--- src/rtl/lpm_pkg.sv ---
package lpm_pkg;
  localparam int LP_W       = 4;
  localparam int B_HALT     = 0;
  localparam int B_OSC_STOP = 1;
  localparam int B_GATE0    = 2;
  localparam int B_GATE1    = 3;

  typedef struct packed {
    logic gate1;
    logic gate0;
    logic osc_stop;
    logic halt;
  } lp_bits_t;

  typedef struct packed {
    logic mclk;
    logic sub;
    logic osc;
    logic aux;
  } clk_en_t;
endpackage

--- src/rtl/lpm_sr_shadow.sv ---
module lpm_sr_shadow
  import lpm_pkg::*;
(
  input  logic               clk,
  input  logic               rst,
  input  logic               load,
  input  logic [LP_W-1:0]    load_bits,
  input  logic               clear,
  output lp_bits_t           bits_q,
  output lp_bits_t           bits_next
);
  // Entry clear wins over a simultaneous load.
  always_comb begin
    bits_next = bits_q;
    if (clear)     bits_next = '0;
    else if (load) bits_next = lp_bits_t'(load_bits);
  end

  always_ff @(posedge clk) begin
    if (rst) bits_q <= '0;
    else     bits_q <= bits_next;
  end
endmodule

--- src/rtl/lpm_wake_ctl.sv ---
module lpm_wake_ctl #(
  parameter int NUM_SRC = 4
) (
  input  logic               clk,
  input  logic               rst,
  input  logic               halted,
  input  logic               gie,
  input  logic [NUM_SRC-1:0] irq_pending,
  input  logic               nmi_pending,
  input  logic               accept,
  output logic               wake_q,
  output logic               wake_next
);
  logic maskable_any;
  logic counted;

  assign maskable_any = |irq_pending;
  assign counted      = (maskable_any & gie) | nmi_pending;

  always_comb begin
    wake_next = wake_q | (halted & counted);
    if (accept) wake_next = 1'b0;
  end

  always_ff @(posedge clk) begin
    if (rst) wake_q <= 1'b0;
    else     wake_q <= wake_next;
  end
endmodule

--- src/rtl/lpm_gate_decode.sv ---
module lpm_gate_decode
  import lpm_pkg::*;
(
  input  logic     clk,
  input  logic     rst,
  input  lp_bits_t bits,
  input  logic     wake,
  input  logic     osc_feeds_sub,
  output clk_en_t  en_q
);
  clk_en_t en_d;

  always_comb begin
    en_d.mclk = ~bits.halt | wake;
    en_d.sub  = ~bits.gate1;
    en_d.aux  = ~bits.osc_stop;
    en_d.osc  = ~(bits.gate1 | (bits.gate0 & ~osc_feeds_sub));
  end

  always_ff @(posedge clk) begin
    if (rst) en_q <= '1;
    else     en_q <= en_d;
  end
endmodule

--- src/rtl/lpm_clk_ctrl.sv ---
module lpm_clk_ctrl
  import lpm_pkg::*;
#(
  parameter int NUM_SRC = 4
) (
  input  logic               clk,
  input  logic               rst,
  input  logic               sr_load,
  input  logic [3:0]         sr_lp_bits,
  input  logic               gie,
  input  logic [NUM_SRC-1:0] irq_pending,
  input  logic               nmi_pending,
  input  logic               irq_accept,
  input  logic               osc_feeds_sub,
  output logic               mclk_en,
  output logic               subclk_en,
  output logic               osc_en,
  output logic               auxclk_en,
  output logic               wake_req
);
  lp_bits_t bits_q, bits_next;
  logic     wake_next;
  clk_en_t  en_q;

  lpm_sr_shadow u_shadow (
    .clk(clk), .rst(rst), .load(sr_load), .load_bits(sr_lp_bits),
    .clear(irq_accept), .bits_q(bits_q), .bits_next(bits_next)
  );

  lpm_wake_ctl #(.NUM_SRC(NUM_SRC)) u_wake (
    .clk(clk), .rst(rst), .halted(bits_q.halt), .gie(gie),
    .irq_pending(irq_pending), .nmi_pending(nmi_pending),
    .accept(irq_accept), .wake_q(wake_req), .wake_next(wake_next)
  );

  lpm_gate_decode u_decode (
    .clk(clk), .rst(rst), .bits(bits_next), .wake(wake_next),
    .osc_feeds_sub(osc_feeds_sub), .en_q(en_q)
  );

  assign mclk_en   = en_q.mclk;
  assign subclk_en = en_q.sub;
  assign osc_en    = en_q.osc;
  assign auxclk_en = en_q.aux;
endmodule

--- config.mk ---
export PLATFORM = sky130hd
export DESIGN_NAME = lpm_clk_ctrl
export DESIGN_NICKNAME = d
export VERILOG_FILES = /design/src/rtl/lpm_pkg.sv /design/src/rtl/lpm_sr_shadow.sv /design/src/rtl/lpm_wake_ctl.sv /design/src/rtl/lpm_gate_decode.sv /design/src/rtl/lpm_clk_ctrl.sv
export SDC_FILE = /design/constraint.sdc
export NUM_CORES = 1
export LEC_CHECK = 0
export BUFFER_PORTS_ARGS = -buffer_cell sky130_fd_sc_hd__buf_4
export CAP_MARGIN = 25
export CELL_PAD_IN_SITES_DETAIL_PLACEMENT = 1
export CELL_PAD_IN_SITES_GLOBAL_PLACEMENT = 1
export CORE_AREA = 2 2 39 41
export CTS_CLUSTER_DIAMETER = 120
export CTS_CLUSTER_SIZE = 25
export DETAILED_ROUTE_END_ITERATION = 8
export DIE_AREA = 0 0 41 43
export GPL_TIMING_DRIVEN = 0
export PLACE_DENSITY = 0.64
export SLEW_MARGIN = 0
export SYNTH_ARGS = -nofsm -noshare
export SYNTH_HDL_FRONTEND = slang
export SYNTH_SLANG_ARGS = --single-unit
--- constraint.sdc ---
create_clock -name clk -period 2.8 [get_ports clk]
set_clock_uncertainty 0.1 [all_clocks]
set_input_delay 0 -clock clk [delete_from_list [all_inputs] [get_ports clk]]
set_output_delay 0 -clock clk [all_outputs]
set_load 0.01 [all_outputs]
* Word level (Yosys, flattened, before mapping)
Cells that the tools add are included.
** Word-level totals
- Flip-flop bits (word level) :: 9
- Bits in latches :: 0
- Memory bits (writable) :: 0
- Bits in read-only memories :: 0
- Output and inout port bits :: 5
- Word-level logic and storage cells :: 25
- Memories :: 0
** Operators by class
- $add $sub $neg :: 0
- $mul :: 0
- Divide/modulo/power cells :: 0
- Order comparisons :: 0
- Equal/unequal tests :: 0
- Shift-type cells :: 0
- Mux-type cells :: 3
- Bitwise gates (word level) :: 12
- Reduce and logical (&&, ||, !) cells :: 1
** Operators with widths (count)
- two-way mux 4 bit :: 2
- inverter 1 bit :: 5
- OR 1 bit :: 4
- OR reduction 4 bit :: 1
- bitwise AND 1 bit :: 3
- two-way mux 1 bit :: 1

* Longest topological paths before layout
Gate-level depths: netlist of run 1.
- Depth after elaboration :: 7
- Gate-level depth with buffers :: 3
- Mapped depth without buffers :: 3

* By module
Synthesis of run 1 repeated with hierarchy kept, for this count alone.
** Unflattened totals
- Cells, all modules :: 35
- Area, all modules :: 362.8 µm²
** Modules (own cells, without submodules)
- lpm_sr_shadow :: instances 1, cells an instance 18, area an instance 163.9 µm², sequential area each 80.1 µm²
- lpm_gate_decode :: instances 1, cells an instance 9, area an instance 115.1 µm², sequential area each 80.1 µm²
- lpm_wake_ctl :: instances 1, cells an instance 8, area an instance 83.8 µm², sequential area each 20.0 µm²

* Least setup slack after synthesis of run 1
OpenSTA, ideal clock, no wires.
- Path kind :: reg2reg
- Start :: register u_wake.wake_q
- End :: register u_decode.en_q[3] (netlist name)
- Library setup time :: 0.134 ns
- Data arrival time :: 0.878 ns
- Required time :: 2.566 ns
- Setup slack :: 1.688 ns
- Cell stages (with the launch flop) :: 4
- Path buffers :: 0
- Path through :: dfxtp_1 -> a21oi_1 -> o21ai_0 -> or4_1
** On the way
- Cells in the longest elaborated chain, start to end :: 3
** RTL lines
- from (decl) :: RTL line lpm_wake_ctl.sv:11 : output logic wake_q,
- from (signal assigned) :: RTL line lpm_wake_ctl.sv:27 : else wake_q <= wake_next;
- OR 1 bit :: RTL line lpm_wake_ctl.sv:21 : wake_next = wake_q | (halted & counted);
- two-way mux 1 bit :: RTL line lpm_wake_ctl.sv:22 : if (accept) wake_next = 1'b0;
- OR 1 bit :: RTL line lpm_gate_decode.sv:14 : en_d.mclk = ~bits.halt | wake;
No other way between the ends.
A chain may end at the register's enable or synchronous reset.

* Final worst setup path of run 1
- Start :: input port irq_accept
- End :: register u_shadow.bits_q[2] (netlist name)
** On the way
- Cells in the longest elaborated chain, start to end :: 1
** RTL lines
- from (decl) :: RTL line lpm_clk_ctrl.sv:13 : input logic irq_accept,
- two-way mux 4 bit :: RTL line lpm_sr_shadow.sv:15 : if (clear) bits_next = '0;
No other way between the ends.

==> results of run 1 <==
routing by layer:
layer,routed length [µm],share of wire,vias to the layer above,track usage
li1,-,-,157,-
met1,253,0.34,145,0.101
met2,398,0.53,17,0.184
met3,99,0.13,0,0.0995
met4,0,0,0,0.0600
met5,0,0,-,0
power groups by stage:
stage               sequential [mW]  clock, mW  combinational [mW]
global placement              0.136          0              0.0305
global route                  0.134      0.115              0.0435
finish                        0.134     0.0989              0.0389
floorplan                     0.138          0             0.00774
detailed placement            0.136          0              0.0312
CTS                           0.134      0.104              0.0392
synth_stat cells (all sizes together):
| cell type | n |
|---|---|
| a21boi | 1 |
| a21oi | 1 |
| and2 | 1 |
| dfxtp | 9 |
| inv | 3 |
| mux2 | 2 |
| mux2i | 2 |
| nand2 | 3 |
| nor2 | 1 |
| nor3 | 2 |
| nor4 | 1 |
| o21ai | 1 |
| or4 | 1 |
final timing paths:
path | from | endpoint | slack [ps] | depth (start not counted)
worst min register to register | u_shadow.bits_q[1] | u_decode.en_q[0] | 450 | 2
worst min-delay path | sr_load | u_decode.en_q[0] | 30 | 3
worst max-delay path | irq_accept | u_shadow.bits_q[2] | 1370 | 4
worst max register to register | u_shadow.bits_q[0] | u_shadow.bits_q[0] | 1450 | 3
cell type report:
type	count	area (µm²)	area share
Sequential cell	9	180	0.319
Timing Repair Buffer	27	223	0.394
Multi-Input combinational cell	16	105	0.186
Clock buffer	4	26.3	0.0465
Tap cell	16	20.0	0.0354
Inverter	3	11.3	0.0199
cell usage in the layout (no fill, tap or decap), types with 2 or more instances in the layout:
| cell type | count |
|---|---|
| dfxtp_1 | 9 |
| dlygate4sd3_1 | 8 |
| mux2_2 | 2 |
| buf_4 | 19 |
| nand2_1 | 3 |
| clkbuf_4 | 3 |
| mux2i_1 | 2 |
| inv_1 | 3 |
| nor3_1 | 2 |
worst max-delay path, cell delays in order:
cell	delay [ps]
dlygate4sd3_1	540
buf_4	150
nor3_1	240
dlygate4sd3_1	590
sequential cells by signal, summed over array words and instances, names as in the netlist:
| signal | cells |
|---|---|
| u_wake.wake_q | 1 |
| u_decode.en_q | 4 |
| u_shadow.bits_q | 4 |
cells by family (layout without fill, tap and decap cells):
family,after synthesis,count (layout),share of synthesized area
DFF,9,9,0.608
and+or+nand+nor,9,9,0.152
muxes,4,4,0.143
AOI/OAI and AO/OA,3,3,0.0590
buffers and inverters,3,34,0.0380
timing repair:
action                                 in CTS  in global routing
endpoints found under the hold margin       9                  0
hold buffers                                8                  0
resized for setup                           0                  0
setup buffers                               0                  0
through the flow:
stage | hold slack (ps) | instances | util
after global placement | 94.2 | 63 | 0.332
after global routing | 39.3 | 75 | 0.409
after detailed placement | 97.0 | 63 | 0.332
after CTS | 20.3 | 75 | 0.409
final | 25.7 | 75 | 0.409
after floorplan | -23.2 | 28 | -
==> flow_summary_export.csv, run 1 <==
group,metric,value,unit
die,core_area,1380,µm²
die,std_cell_rows,14,
synth,synth_top_area_share,0.608,
route,drt-pass1-iter-count,2,
run,max_cap_viol_count,0,
placement,place_congestion,0.566,
power,p_per_area,480,nW/µm²
synth,postSynthCellCount,28,
timing,final-max-slew-violation-count,0,
power,p_int,214,µW
setup_path,criticalPathCategory,"in2reg",
clock_tree,clk_pin_slew,60,ps
route,vias,319,
die,die_x,41,µm
die,ioPinCount,20,
synth,ys_top_cells_by_area,"dfxtp_1, mux2_2, mux2i_1",
final_layout,nets,75,
die,die_h,43,µm
route,ant_nets,0,
timing,tightest_slew,231,ps
final_layout,fin_area,566,µm²
grt,grt_max_degree,6,
power,seqPwrFrac,0.492,
clock_tree,cts_max_level,1,
power,p_clk_frac,0.364,
placement,hpwl,519,µm
clock_tree,cts.sinks,9,
route,drc,0,
route,post_drt_wl_per_cell,10.0,µm
route,drt_iter0_drc,1,
run_status,status,"completed",
final_layout,layout-drive-gt1-share,0.407,
power,p_switching,57.6,µW
synth,ys_seq_area_frac,0.608,
grt,grt_first_pass_wirelength,1290,µm
clock_tree,clock-root-buffer,"clkbuf_4",
synth,syn-num-nets,43,
route,viasPerCell,4.25,
worst_hold_path,hold_path.class,"in2reg",
power,power,271,µW
grt,grt.total_usage,0.119,
grt,first_global_vias,331,
timing,fin_crit_sh,0.510,
timing,finalSetupViolations,0,
power,power.leakage,0.277,nW
setup_path,critPathLaunchType,"input port",
power,ir_drop,0.233,mV
clock_tree,clock_latency,260,ps
timing,fmax,701,MHz
timing,hold_viol,0,
setup_path,worst_setup_path_end_kind,"flop",
synth,synth.distinct_cells,13,
synth,synth_warnings,0,
placement,portBuffers,19,
final_layout,area_growth,90.7,%
synth,synth-seq-cells,9,
grt,antenna_found_initial,0,
timing,final.setup.worst_slack,1370,ps
setup_path,worst-path-max-fanout,4,
final_layout,fillers,166,
die,start_util,0.214,
timing,rsz0062_at_grt,"false",
power,combPwrFrac,0.143,
power,netSwitchingFraction,0.212,
placement,place_ws,1640,ps
synth,syn_area_per_cell,10.6,µm²
clock_tree,cts_tree,"yes",
synth,syn_area,297,µm²
timing,post-route-min-period,1430,ps
route,drt-total-wl,750,µm
die,die_area,1760,µm²
placement,postPlaceCellArea,459,µm²
setup_path,critPathRequiredTime,2900,ps
final_layout,antenna-diode-count,0,
clock_tree,cts_made_buffers,3,
grt,grt_overflow,0,
clock_tree,clock_path_buffers,2,
setup_path,critPathArrivalTime,1530,ps
synth,synth_top_cell_by_area,"dfxtp_1",
timing,tns,0,ps
timing,slew_headroom,0.845,
Note: power is estimated with default switching activity, not from simulation.
==> inputs of run 2 (changes only) <==
--- a/config.mk
+++ b/config.mk
@@ -15,7 +15,7 @@
 export DETAILED_ROUTE_END_ITERATION = 8
 export DIE_AREA = 0 0 41 43
 export GPL_TIMING_DRIVEN = 0
-export PLACE_DENSITY = 0.64
+export PLACE_DENSITY = 0.66
 export SLEW_MARGIN = 0
 export SYNTH_ARGS = -nofsm -noshare
 export SYNTH_HDL_FRONTEND = slang
==> constraint.sdc (replaced) <==
create_clock -name clk -period 1.2 [get_ports clk]
set_clock_uncertainty 0.1 [all_clocks]
set_input_delay 0 -clock clk [delete_from_list [all_inputs] [get_ports clk]]
set_output_delay 0 -clock clk [all_outputs]
set_load 0.01 [all_outputs]
==> run 2 against run 1 <==
Compared with the run above:
- first-iteration DRC count decreased by 100%
- flip-flop and latch count did not move
- routed wire length up 8.0%
- core utilization is 0.54 points lower
- largest power group unchanged
- highest routed layer is now met4
==> flow_summary_export.csv, run 2 (synthesis gave the netlist of run 1 again) <==
group,metric,value,unit
grt,grt_max_degree,6,
timing,finalSetupViolations,0,
final_layout,seqCellArea,180,µm²
clock_tree,cts_made_buffers,3,
placement,place_congestion,0.585,
die,start_util,0.214,
grt,grt_overflow,0,
final_layout,fillers,160,
grt,antenna_found_initial,0,
setup_path,critPathLaunchType,"input port",
run_status,status,"completed",
die,die_h,43,µm
setup_path,critPathRequiredTime,1230,ps
route,post_drt_wl_per_cell,10.9,µm
route,viasPerCell,4.26,
setup_path,critPathArrivalTime,1180,ps
power,power.leakage,0.269,nW
timing,tns,0,ps
final_layout,fin_area,558,µm²
run,max_cap_viol_count,0,
grt,grt.total_usage,0.110,
clock_tree,cts_setup_buffers,0,
timing,hold_viol,0,
final_layout,mostFrequentLayoutCell,"buf_4",
clock_tree,clk_pin_slew,60,ps
clock_tree,cts_max_level,1,
route,vias,315,
final_layout,layout_common_cells,"buf_4, dfxtp_1, dlygate4sd3_1",
final_layout,area_growth,88.2,%
die,die_x,41,µm
timing,final-max-slew-violation-count,0,
timing,rsz0062_at_grt,"false",
route,drt_iter0_drc,0,
setup_path,worst_setup_path_end_kind,"flop",
timing,post-route-min-period,1150,ps
die,die_area,1760,µm²
setup_path,r2r_start,"u_shadow.bits_q[0]",
placement,postPlaceCellArea,459,µm²
timing,slew_headroom,0.814,
setup_path,cp_slowest_stage_delay,530,ps
timing,fmax,866,MHz
clock_tree,cts_tree,"yes",
route,ant_nets,0,
clock_tree,cts.sinks,9,
route,drt-total-wl,810,µm
grt,first_global_vias,321,
setup_path,worst-path-max-fanout,4,
setup_path,criticalPathCategory,"in2reg",
final_layout,nets,74,
setup_path,cp_cell_sequence,"dlygate4sd3_1 > buf_4 > or4_1",
placement,hpwl,568,µm
clock_tree,clock-root-buffer,"clkbuf_4",
placement,dp.cells,63,
final_layout,multi_input_area,108,µm²
route,drt-pass1-iter-count,1,
die,core_area,1380,µm²
clock_tree,clock_latency,250,ps
setup_path,critPathLaunch,"irq_accept",
worst_hold_path,hp-start,"nmi_pending",
final_layout,top_regs,"u_decode.en_q: 4 flops, u_shadow.bits_q: 4 flops, u_wake.wake_q: 1 flops",
die,ioPinCount,20,
route,drc,0,
placement,portBuffers,19,
grt,grt_first_pass_wirelength,1220,µm
final_layout,final_cells,74,
worst_hold_path,hold_path.class,"in2reg",
final_layout,layout-drive-gt1-share,0.431,
final_layout,antenna-diode-count,0,
die,std_cell_rows,14,
setup_path,crit_slowest_cell,"dlygate4sd3_1",
power,ir_drop,0.529,mV
clock_tree,clock_path_buffers,2,
power,p_per_area,1120,nW/µm²
timing,tightest_slew,276,ps
timing,fin_crit_sh,0.962,
[run 2: cell types whose count changed in the layout (fill, tap and decap cells not counted)]
cell and change:
nor2_2 +1, nor2_1 -1, o21ai_0 -1, o21ai_1 +1, dlygate4sd3_1 -1
[run 2: per-stage QoR]
stage                     utilization  setup WS [ps]  power, mW  hold slack, ps
after floorplan                     -           88.1      0.339           -23.2
after global placement          0.332           43.3      0.389             100
after detailed placement        0.332           21.3      0.391             103
after CTS                       0.401           29.4      0.641            7.27
after global routing            0.403           9.82      0.669            23.3
final                           0.403           45.4      0.624           0.999
[run 2: what timing repair did]
action                                  CTS  global route
hold endpoints to repair                  9             0
hold buffers                              7             0
endpoints found under the setup margin    0             2
resized for setup                         0             2
[run 2: path summary, 6_finish.rpt]
check | to | slack (ps) | depth (start not counted)
min reg2reg | u_shadow.bits_q[2] | 430 | 2
min | u_decode.en_q[3] | 1 | 4
max reg2reg | u_decode.en_q[3] | 70 | 3
max | u_decode.en_q[3] | 50 | 3
[run 2: routing by layer]
layer | vias to the layer above | track usage | wire, µm
li1 | 153 | - | -
met1 | 145 | 0.0924 | 265
met2 | 15 | 0.184 | 431
met3 | 2 | 0.0366 | 105
met4 | 0 | 0.100 | 8
met5 | - | 0 | 0
[run 2: layout make-up]
class	instances	share of cell area
sequential	9	0.323
inverter	3	0.0202
timing repair buffer	26	0.381
clock buffer	4	0.0471
tap	16	0.0359
multi-input combinational	16	0.193
[run 2: worst max-delay path, delay by kind of cell]
| kind | cells | cell delay [ps] |
|---|---|---|
| buffers and inverters | 2 | 680 |
| and+or+nand+nor | 1 | 500 |
[run 2: report_power, final]
| group | leakage, nW | switching, mW | internal, mW |
|---|---|---|---|
| clock network | 0.0150 | 0.0937 | 0.127 |
| logic | 0.180 | 0.0290 | 0.0621 |
| registers | 0.0735 | 0.00331 | 0.309 |
